--- src/rtl/irqd_pkg.sv ---
package irqd_pkg;

    typedef enum logic [2:0] {
        SEL_NONE,
        SEL_LINE_EN,
        SEL_CORE_EN,
        SEL_SWSET,
        SEL_ROUTE
    } reg_sel_e;

    localparam int unsigned OFS_LINE_EN    = 32'h00;
    localparam int unsigned OFS_CORE_EN    = 32'h04;
    localparam int unsigned OFS_SWSET      = 32'h08;
    localparam int unsigned OFS_ROUTE_BASE = 32'h40;

endpackage

--- src/rtl/irqd_sync.sv ---
module irqd_sync #(
    parameter int unsigned W = 32
) (
    input  logic         clk,
    input  logic         rst_n,
    input  logic [W-1:0] async_in,
    output logic [W-1:0] sync_out
);

    logic [W-1:0] meta_q;
    logic [W-1:0] stab_q;

    always_ff @(posedge clk or negedge rst_n) begin
        if (!rst_n) begin
            meta_q <= '0;
            stab_q <= '0;
        end else begin
            meta_q <= async_in;
            stab_q <= meta_q;
        end
    end

    assign sync_out = stab_q;

    // cycles since reset, saturating; lets the delay check start only once history exists
    logic [1:0] age_q;
    always_ff @(posedge clk or negedge rst_n) begin
        if (!rst_n)               age_q <= 2'd0;
        else if (age_q != 2'd3)   age_q <= age_q + 2'd1;
    end

    a_r7_sync_two: assert property (@(posedge clk) disable iff (!rst_n)
        (age_q >= 2'd2) |-> (stab_q == $past(async_in, 2)));

endmodule

--- src/rtl/irqd_regfile.sv ---
module irqd_regfile
    import irqd_pkg::*;
#(
    parameter int unsigned NC = 4,
    parameter int unsigned NL = 32,
    parameter int unsigned AW = 8,
    parameter int unsigned DW = 32
) (
    input  logic                   clk,
    input  logic                   rst_n,
    input  logic                   wr_en,
    input  logic [AW-1:0]          wr_addr,
    input  logic [DW-1:0]          wr_data,
    input  logic                   rd_en,
    input  logic [AW-1:0]          rd_addr,
    output logic [DW-1:0]          rd_data,
    output logic [NL-1:0]          line_en,
    output logic [NC-1:0]          core_en,
    output logic [NL-1:0]          swset,
    output logic [NL-1:0][NC-1:0]  route
);

    localparam int unsigned IDX_W     = (NL > 1) ? $clog2(NL) : 1;
    localparam int unsigned ROUTE_END = OFS_ROUTE_BASE + 4 * NL;

    function automatic reg_sel_e dec_sel(input int unsigned a);
        reg_sel_e s;
        s = SEL_NONE;
        if ((a & 32'd3) == 32'd0) begin
            if (a == OFS_LINE_EN)                            s = SEL_LINE_EN;
            else if (a == OFS_CORE_EN)                       s = SEL_CORE_EN;
            else if (a == OFS_SWSET)                         s = SEL_SWSET;
            else if (a >= OFS_ROUTE_BASE && a < ROUTE_END)   s = SEL_ROUTE;
        end
        return s;
    endfunction

    function automatic logic [IDX_W-1:0] dec_idx(input int unsigned a);
        return IDX_W'((a - OFS_ROUTE_BASE) >> 2);
    endfunction

    reg_sel_e          wsel, rsel;
    logic [IDX_W-1:0]  widx, ridx;

    always_comb begin
        wsel = dec_sel(32'(wr_addr));
        widx = dec_idx(32'(wr_addr));
        rsel = dec_sel(32'(rd_addr));
        ridx = dec_idx(32'(rd_addr));
    end

    logic [NL-1:0]          line_en_q;
    logic [NC-1:0]          core_en_q;
    logic [NL-1:0]          swset_q;
    logic [NL-1:0][NC-1:0]  route_q;
    logic [DW-1:0]          rd_q;

    always_ff @(posedge clk or negedge rst_n) begin
        if (!rst_n) begin
            line_en_q <= '0;
            core_en_q <= '0;
            swset_q   <= '0;
            route_q   <= '0;
        end else if (wr_en) begin
            unique case (wsel)
                SEL_LINE_EN: line_en_q    <= wr_data[NL-1:0];
                SEL_CORE_EN: core_en_q    <= wr_data[NC-1:0];
                SEL_SWSET:   swset_q      <= wr_data[NL-1:0];
                SEL_ROUTE:   route_q[widx] <= wr_data[NC-1:0];
                SEL_NONE:    ;
            endcase
        end
    end

    always_ff @(posedge clk or negedge rst_n) begin
        if (!rst_n) begin
            rd_q <= '0;
        end else begin
            rd_q <= '0;
            if (rd_en) begin
                unique case (rsel)
                    SEL_LINE_EN: rd_q <= DW'(line_en_q);
                    SEL_CORE_EN: rd_q <= DW'(core_en_q);
                    SEL_SWSET:   rd_q <= DW'(swset_q);
                    SEL_ROUTE:   rd_q <= DW'(route_q[ridx]);
                    SEL_NONE:    rd_q <= '0;
                endcase
            end
        end
    end

    assign rd_data = rd_q;
    assign line_en = line_en_q;
    assign core_en = core_en_q;
    assign swset   = swset_q;
    assign route   = route_q;

    a_r1_reset_clear: assert property (@(posedge clk) disable iff (!rst_n)
        $rose(rst_n) |-> (route_q == '0 && line_en_q == '0 && core_en_q == '0 && swset_q == '0));

    a_r10_unmapped_hold: assert property (@(posedge clk) disable iff (!rst_n)
        (wr_en && wsel == SEL_NONE) |=>
            ($stable(route_q) && $stable(line_en_q) && $stable(core_en_q) && $stable(swset_q)));

    a_r9_unmapped_zero: assert property (@(posedge clk) disable iff (!rst_n)
        (!rd_en || rsel == SEL_NONE) |=> (rd_q == '0));

endmodule

--- src/rtl/irqd_fanout.sv ---
module irqd_fanout #(
    parameter int unsigned NC = 4,
    parameter int unsigned NL = 32
) (
    input  logic                   clk,
    input  logic                   rst_n,
    input  logic [NL-1:0]          line_act,
    input  logic [NL-1:0]          line_en,
    input  logic [NC-1:0]          core_en,
    input  logic [NL-1:0][NC-1:0]  route,
    output logic [NC*NL-1:0]       core_irq
);

    for (genvar c = 0; c < NC; c++) begin : g_core
        logic [NL-1:0] hit;
        logic [NL-1:0] out_q;

        always_comb begin
            for (int n = 0; n < NL; n++) begin
                hit[n] = line_act[n] & line_en[n] & route[n][c] & core_en[c];
            end
        end

        always_ff @(posedge clk or negedge rst_n) begin
            if (!rst_n) out_q <= '0;
            else        out_q <= hit;
        end

        assign core_irq[c*NL +: NL] = out_q;

        a_r5_core_off: assert property (@(posedge clk) disable iff (!rst_n)
            !core_en[c] |=> (out_q == '0));

        a_r4_line_off: assert property (@(posedge clk) disable iff (!rst_n)
            rst_n |=> ((out_q & ~$past(line_en)) == '0));
    end

endmodule

--- src/rtl/irqd_distributor.sv ---
module irqd_distributor #(
    parameter int unsigned NUM_CORES = 4,
    parameter int unsigned NUM_LINES = 32,
    parameter int unsigned ADDR_W    = 8,
    parameter int unsigned DATA_W    = 32
) (
    input  logic                           clk,
    input  logic                           rst_n,
    input  logic [NUM_LINES-1:0]           ext_irq,
    input  logic                           wr_en,
    input  logic [ADDR_W-1:0]              wr_addr,
    input  logic [DATA_W-1:0]              wr_data,
    input  logic                           rd_en,
    input  logic [ADDR_W-1:0]              rd_addr,
    output logic [DATA_W-1:0]              rd_data,
    output logic [NUM_CORES*NUM_LINES-1:0] core_irq
);

    logic [NUM_LINES-1:0]                 ext_sync;
    logic [NUM_LINES-1:0]                 line_en;
    logic [NUM_CORES-1:0]                 core_en;
    logic [NUM_LINES-1:0]                 swset;
    logic [NUM_LINES-1:0][NUM_CORES-1:0]  route;
    logic [NUM_LINES-1:0]                 line_act;

    irqd_sync #(.W(NUM_LINES)) u_sync (
        .clk      (clk),
        .rst_n    (rst_n),
        .async_in (ext_irq),
        .sync_out (ext_sync)
    );

    irqd_regfile #(
        .NC (NUM_CORES),
        .NL (NUM_LINES),
        .AW (ADDR_W),
        .DW (DATA_W)
    ) u_regs (
        .clk     (clk),
        .rst_n   (rst_n),
        .wr_en   (wr_en),
        .wr_addr (wr_addr),
        .wr_data (wr_data),
        .rd_en   (rd_en),
        .rd_addr (rd_addr),
        .rd_data (rd_data),
        .line_en (line_en),
        .core_en (core_en),
        .swset   (swset),
        .route   (route)
    );

    assign line_act = ext_sync | swset;

    irqd_fanout #(
        .NC (NUM_CORES),
        .NL (NUM_LINES)
    ) u_fanout (
        .clk      (clk),
        .rst_n    (rst_n),
        .line_act (line_act),
        .line_en  (line_en),
        .core_en  (core_en),
        .route    (route),
        .core_irq (core_irq)
    );

endmodule

--- config.mk ---
export PLATFORM = sky130hd
export DESIGN_NAME = irqd_distributor
export DESIGN_NICKNAME = d
export VERILOG_FILES = /design/src/rtl/irqd_pkg.sv /design/src/rtl/irqd_sync.sv /design/src/rtl/irqd_regfile.sv /design/src/rtl/irqd_fanout.sv /design/src/rtl/irqd_distributor.sv
export SDC_FILE = /design/constraint.sdc
export NUM_CORES = 1
export LEC_CHECK = 0
export CAP_MARGIN = 20
export CORE_ASPECT_RATIO = 0.9
export CORE_MARGIN = 5
export CORE_UTILIZATION = 49
export DETAILED_ROUTE_END_ITERATION = 8
export MAX_ROUTING_LAYER = met4
export PLACE_DENSITY = 0.82
export SLEW_MARGIN = 0
export SYNTH_ARGS = -nofsm -noshare
export SYNTH_HDL_FRONTEND = slang
export SYNTH_HIERARCHICAL = 1
export SYNTH_SLANG_ARGS = --single-unit
--- constraint.sdc ---
create_clock -name clk -period 1.4 [get_ports clk]
set_input_delay 0.28 -clock clk [delete_from_list [all_inputs] [get_ports clk]]
set_output_delay 0.28 -clock clk [all_outputs]
set_load 0.01 [all_outputs]
==> results.sh, run 1 <==
export IMPL_combinationalPowerShare_pct=9.1
export IMPL_power_w=0.0268
export IMPL_yosys_warnings=6
export IMPL_endpoint="u_regs/rd_data[1]$_DFF_PN0_"
export IMPL_wl_um=52300
export IMPL_violations="negative setup slack"
export IMPL_hp_class="input port to asynchronous set/reset pin"
export IMPL_dr_pass1_iters=6
export IMPL_syn_nets=1166
export IMPL_place_hpwl_um=33400
export IMPL_final_area_um2=22800
export IMPL_setup_ws_ps=-330
export IMPL_p_switching_w=0.00618
export IMPL_worstPathMaxFanout=2
export IMPL_syn_area_per_cell_um2=15.1
export IMPL_die_area_um2=36900
export IMPL_antenna_found_initial=2
export IMPL_leakage_nw=11.6
export IMPL_drive_gt1_share_pct=50.1
export IMPL_synth_top_flop_cell="dfrtp_1"
export IMPL_port_buffers=243
export IMPL_rows=63
export IMPL_ff2ff_path_depth=4
export IMPL_pwr_share_seq_pct=47.8
export IMPL_drt_iter0_markers=1063
export IMPL_wl_per_cell_um=26.1
export IMPL_tns_ps=-24270
export IMPL_synthCells=1080
export IMPL_finish_utilization_pct=69.3
export IMPL_post_route_period_util_pct=124
export IMPL_finalHoldViolCount=0
export IMPL_worstSetupStartpoint="u_regs/route[125]$_DFFE_PN0P_"
export IMPL_grt_pass1_wl_um=77400
export IMPL_peakVddDrop_mv=1.10
export IMPL_period_needed_ps=1730
export IMPL_antenna_left=0
export IMPL_switching_share_pct=23.1
export IMPL_htreeDepth=2
export IMPL_ys_types=51
export IMPL_ys_seq_area_share_pct=64.6
export IMPL_syn_to_final_growth_pct=40.0
export IMPL_cts_tree="built"
export IMPL_dp_cells=1898
export IMPL_clockRootBuffer="clkbuf_16"
export IMPL_synth_edff_count=0
export IMPL_io_pins=244
export IMPL_clkPwrFrac_pct=43.2
export IMPL_stdcell_count=2003
export IMPL_arrival_ps=2150
export IMPL_core_um2=32900
export IMPL_synth_async_reset_ratio_pct=100
export IMPL_synthesis_area_um2=16300
export IMPL_critPathRequiredTime_ps=1820
export IMPL_regToRegStartpoint="u_regs/route[125]$_DFFE_PN0P_"
export IMPL_insertion_delay_ps=550
export IMPL_start_kind="flip-flop"
export IMPL_place_area_um2=21100
export IMPL_grt_max_degree=75
export IMPL_cp_end_kind="flip-flop"
export IMPL_criticalPathCategory="flip-flop to flip-flop"
export IMPL_clock_fmax_ghz=0.578
export IMPL_max_cap_violations=0
export IMPL_cts_path_max_buffers=3
export IMPL_die_h_um=183
export IMPL_finalSetupViolCount=198
export IMPL_gp_congestion=0.908
export IMPL_cts_buffers=43
export IMPL_first_global_vias=12700
export IMPL_final_common_cell="dfrtp_1"
export IMPL_rsz0062_at_grt="yes"
export IMPL_cp_slowest_cell="mux4_2"
export IMPL_ys_seq_elements=420
export IMPL_nets=1635
export IMPL_vias=11700
export IMPL_report_final_slew_viol_count=0
export IMPL_fillers=2095
export IMPL_cellPowerDensity_nw_per_um2=1180
export IMPL_most_common_layout_cells="dfrtp_1 (420), buf_4 (177), buf_2 (159), and4_1 (122), mux2_2 (116)"
export IMPL_overflow=0
export IMPL_r2r_end="u_regs/rd_data[1]$_DFF_PN0_"
export IMPL_cts_sinks=420
export IMPL_tightest_slew_ps=394
export IMPL_clock_skew_ps=11.6
export IMPL_clk_pin_slew_ps=60
export IMPL_slew_headroom_pct=73.5
export IMPL_cp_slowest_stage_delay_ps=550
export IMPL_track_usage_pct=28.2
export IMPL_reg2reg_setup_slack_ps=-330
export IMPL_drc=0
export IMPL_internal_power_w=0.0206
export IMPL_start_util_pct=49.5
export IMPL_viasPerCell=5.84
export IMPL_die_w_um=202
export IMPL_cp_cell_sequence="mux4_2 > a311oi_2 > a22o_1 > o21ai_2"
export IMPL_run_status="finished, violations left"
## worst min-delay path by stage
stage / start / slack (ps) / endpoint
6_report: rst_n / 160 / u_regs/line_en[19]$_DFFE_PN0P_
5_1_grt: ext_irq[17] / 160 / u_sync/meta_q[17]$_DFF_PN0_
4_1_cts: rst_n / 150 / u_sync/meta_q[17]$_DFF_PN0_
3_5_place_dp: rst_n / 130 / u_sync/meta_q[17]$_DFF_PN0_
3_3_place_gp: rst_n / 130 / u_sync/meta_q[17]$_DFF_PN0_
2_1_floorplan: rst_n / -20 / u_fanout/g_core[0].out_q[0]$_DFF_PN0_
## flip-flops by register name (all words and copies together) (netlist names)
register and count:
u_regs/core_en 4, u_regs/route 128, u_regs/line_en 32, u_fanout/g_core.out_q 128
u_sync/meta_q 32, u_sync/sync_out 32, u_regs/swset 32, u_regs/rd_data 32
## Yosys cell counts, drive strengths merged, types with 3 or more instances
library cell / n / area [µm²]
a21oi: 32 / 160
a22o: 4 / 35.0
a22oi: 4 / 30.0
a311oi: 3 / 26.3
and4: 128 / 1130
buf: 27 / 214
clkbuf: 30 / 116
dfrtp: 420 / 10500
inv: 4 / 15.0
mux2: 200 / 2250
mux2i: 16 / 160
mux4: 24 / 541
nand2: 82 / 308
nand3b: 5 / 41.3
nor2: 7 / 26.3
nor2b: 13 / 81.3
nor3: 3 / 26.3
nor3b: 5 / 53.8
o2111ai: 4 / 35.0
o21ai: 4 / 20.0
o221ai: 5 / 43.8
o22ai: 7 / 43.8
or2: 32 / 200
## stage by stage
stage	worst slack (ps)	hold slack, ps
CTS	-327	153
detailed placement	-1230	135
global placement	-1200	131
floorplan	-627	-15.6
global route	-321	159
finish	-330	164
## worst max-delay path: cells and delay by family, from the launching register on
family | cells | cell delay (ps)
AO/OA/AOI/OAI | 3 | 660
multiplexers | 1 | 550
flip-flops | 1 | 400
## logic make-up after synthesis
family,synth area share (%)
multiplexers,18.2
adder cells (fa/ha/maj),0.154
buffers and inverters,2.12
AO/OA/AOI/OAI,2.46
AND/OR/NAND/NOR,12.5
flip-flops,64.6
## layer usage
layer	GRT usage (%)	up-vias	share of wire (%)
met2	45.3	633	48
met4	9.54	0	3.6
met5	-	-	0
met1	36.4	6022	40
met3	5.73	142	8.2
li1	-	4903	-
## timing repair
item                       4_1_cts  5_1_grt
pin swaps                       26       22
hold buffers                     1        0
setup endpoints to repair      388      233
resized for setup              800       48
hold endpoints to repair       252        0
buffers inserted                19        4
gates cloned                     5        4
## power groups by stage
stage          Combinational [W]  Clock (W)  Sequential, W
3_5_place_dp             0.00212          0         0.0130
6_report                 0.00242     0.0116         0.0128
4_1_cts                  0.00230     0.0117         0.0128
2_1_floorplan           0.000820          0         0.0129
3_3_place_gp             0.00205          0         0.0130
5_1_grt                  0.00255     0.0122         0.0128
## cell type report
cell class / count / area (µm²) / area share [%]
antenna: 1 / 2.50 / 0.0110
clock buffer: 56 / 1170 / 5.16
clock inverter: 20 / 244 / 1.07
inverter: 4 / 32.5 / 0.143
multi-input combinational: 599 / 6270 / 27.5
sequential: 420 / 10500 / 46.1
tap: 422 / 528 / 2.32
timing repair buffer: 481 / 4010 / 17.6
No activity file was read; power rests on OpenSTA's default activity.
==> inputs of run 2 (changes only) <==
GPL_TIMING_DRIVEN = 0   (was default)
==> run 2 against run 1 <==
Against the previous run: the flow finishes with violations (negative hold slack, negative setup slack); cell area is 2.8% lower; register-to-register slack improved by 20 ps; hold slack worse by 520 ps; sequential power about the same; flip-flop and latch count is the same; setup slack better by 8.7 ps; highest routed layer unchanged.
==> results.sh, run 2 (same netlist as run 1, synthesis figures left out) <==
export IMPL_pwr_share_seq_pct=48.1
export IMPL_clock_fmax_ghz=0.581
export IMPL_viasPerCell=6.01
export IMPL_port_buffers=240
export IMPL_rows=63
export IMPL_cp_end_kind="flip-flop"
export IMPL_syn_to_final_growth_pct=36.1
export IMPL_violations="negative hold slack, negative setup slack"
export IMPL_cts_tree="built"
export IMPL_gp_congestion=0.884
export IMPL_combinationalPowerShare_pct=7.9
export IMPL_power_w=0.0267
export IMPL_leakage_nw=11.1
export IMPL_rsz0062_at_grt="yes"
export IMPL_cp_slowest_stage_delay_ps=420
export IMPL_cts_path_max_buffers=3
export IMPL_drc=0
export IMPL_hp_class="input port to asynchronous set/reset pin"
export IMPL_die_area_um2=36900
export IMPL_criticalPathCategory="input port to flip-flop"
export IMPL_die_w_um=202
export IMPL_core_um2=32900
export IMPL_run_status="finished, violations left"
export IMPL_setup_ws_ps=-322
export IMPL_cellPowerDensity_nw_per_um2=1210
export IMPL_place_ws_ps=-1660
export IMPL_die_h_um=183
export IMPL_finalHoldViolCount=50
export IMPL_htreeDepth=2
export IMPL_peakVddDrop_mv=0.981
export IMPL_grt_pass1_wl_um=75900
export IMPL_worstPathMaxFanout=4
export IMPL_critPathRequiredTime_ps=1840
export IMPL_internal_power_w=0.0206
export IMPL_cts_sinks=420
export IMPL_overflow=0
export IMPL_slew_headroom_pct=49.0
export IMPL_nets=1532
export IMPL_place_hpwl_um=32700
export IMPL_tightest_slew_ps=765
export IMPL_track_usage_pct=28.1
export IMPL_dr_pass1_iters=5
export IMPL_first_global_vias=12000
export IMPL_switching_share_pct=23.0
export IMPL_final_area_um2=22100
export IMPL_insertion_delay_ps=560
export IMPL_antenna_found_initial=3
export IMPL_cp_slowest_cell="and4b_2"
export IMPL_antenna_left=0
export IMPL_clk_pin_slew_ps=70
export IMPL_report_final_slew_viol_count=0
export IMPL_period_needed_ps=1720
export IMPL_vias=11400
export IMPL_clockRootBuffer="clkbuf_16"
export IMPL_stdcell_count=1904
export IMPL_clock_skew_ps=21.1
export IMPL_fillers=2183
export IMPL_wl_um=52200
export IMPL_finalSetupViolCount=200
export IMPL_io_pins=244
export IMPL_start_kind="input port"
export IMPL_whs_ps=-358
export IMPL_drive_gt1_share_pct=46.6
export IMPL_max_cap_violations=0
export IMPL_drt_iter0_markers=893
export IMPL_wl_per_cell_um=27.4
export IMPL_final_common_cell="dfrtp_1"
export IMPL_most_common_layout_cells="dfrtp_1 (420), buf_2 (163), and4_1 (122), mux2_4 (102), mux2_2 (98)"
export IMPL_grt_max_degree=131
export IMPL_cts_buffers=42
export IMPL_clkPwrFrac_pct=44.0
export IMPL_cp_cell_sequence="buf_12 > inv_8 > ha_4 > and4bb_4 > nand2_8 > nor3b_4 > and4b_2 > mux2_4"
export IMPL_tns_ps=-43610
export IMPL_arrival_ps=2160
export IMPL_p_switching_w=0.00613
export IMPL_dp_cells=1745
export IMPL_start_util_pct=49.5
export IMPL_post_route_period_util_pct=123
export IMPL_place_area_um2=19700
## run 2: power groups by stage
stage	clock (W)	combinational [W]	sequential (W)
detailed placement	0	0.00168	0.0130
CTS	0.0119	0.00195	0.0128
global placement	0	0.00156	0.0131
global route	0.0125	0.00223	0.0129
finish	0.0117	0.00212	0.0128
floorplan	0	0.000820	0.0129
## run 2: metrics by stage
step	hold slack (ps)	utilization, %
CTS	-365	65.7
floorplan	-15.6	-
detailed placement	222	59.9
global placement	334	59.6
finish	-358	67.4
global route	-338	67.4
## run 2: per-layer routing
layer / vias up / share of wire, % / track usage, %
met5: - / 0 / -
met1: 5976 / 41 / 37.4
met4: 0 / 3.2 / 9.38
li1: 4719 / - / -
met3: 135 / 8.4 / 6.82
met2: 609 / 47 / 43.1
## run 2: timing repair
action	CTS	global route
resized for setup	822	102
setup buffers	60	22
cloned	4	2
endpoints found under the setup margin	388	243
hold endpoints to repair	50	50
pin swaps	18	17
## run 2: cell type report
cell class | count | area, µm² | share of cell area, %
sequential | 420 | 10500 | 47.5
multi-input combinational | 599 | 6450 | 29.1
timing repair buffer | 325 | 2530 | 11.4
clock buffer | 65 | 1280 | 5.79
buffer | 54 | 642 | 2.90
tap | 422 | 528 | 2.38
clock inverter | 12 | 171 | 0.774
inverter | 4 | 25.0 | 0.113
antenna | 3 | 7.51 | 0.0339
## run 2: path summary, 6_finish.rpt
| path | depth (start not counted) | slack (ps) | start | end |
|---|---|---|---|---|
| hold reg to reg | 0 | 340 | u_sync/meta_q[26]$_DFF_PN0_ | u_sync/sync_out[26]$_DFF_PN0_ |
| min in group clk | 1 | 170 | ext_irq[19] | u_sync/meta_q[19]$_DFF_PN0_ |
| hold / removal | 1 | -360 | rst_n | u_fanout/g_core[0].out_q[14]$_DFF_PN0_ |
| max in group asynchronous | 3 | 500 | rst_n | u_regs/route[108]$_DFFE_PN0P_ |
| setup / recovery | 8 | -320 | wr_addr[6] | u_regs/route[23]$_DFFE_PN0P_ |
| setup reg to reg | 4 | -310 | u_regs/route[125]$_DFFE_PN0P_ | u_regs/rd_data[1]$_DFF_PN0_ |
## run 2: worst max-delay path, delay by kind of cell
| kind | cells | cell delay [ps] |
|---|---|---|
| buffers and inverters | 2 | 130 |
| adders and majority gates | 1 | 240 |
| muxes | 1 | 330 |
| and+or+nand+nor | 4 | 1170 |
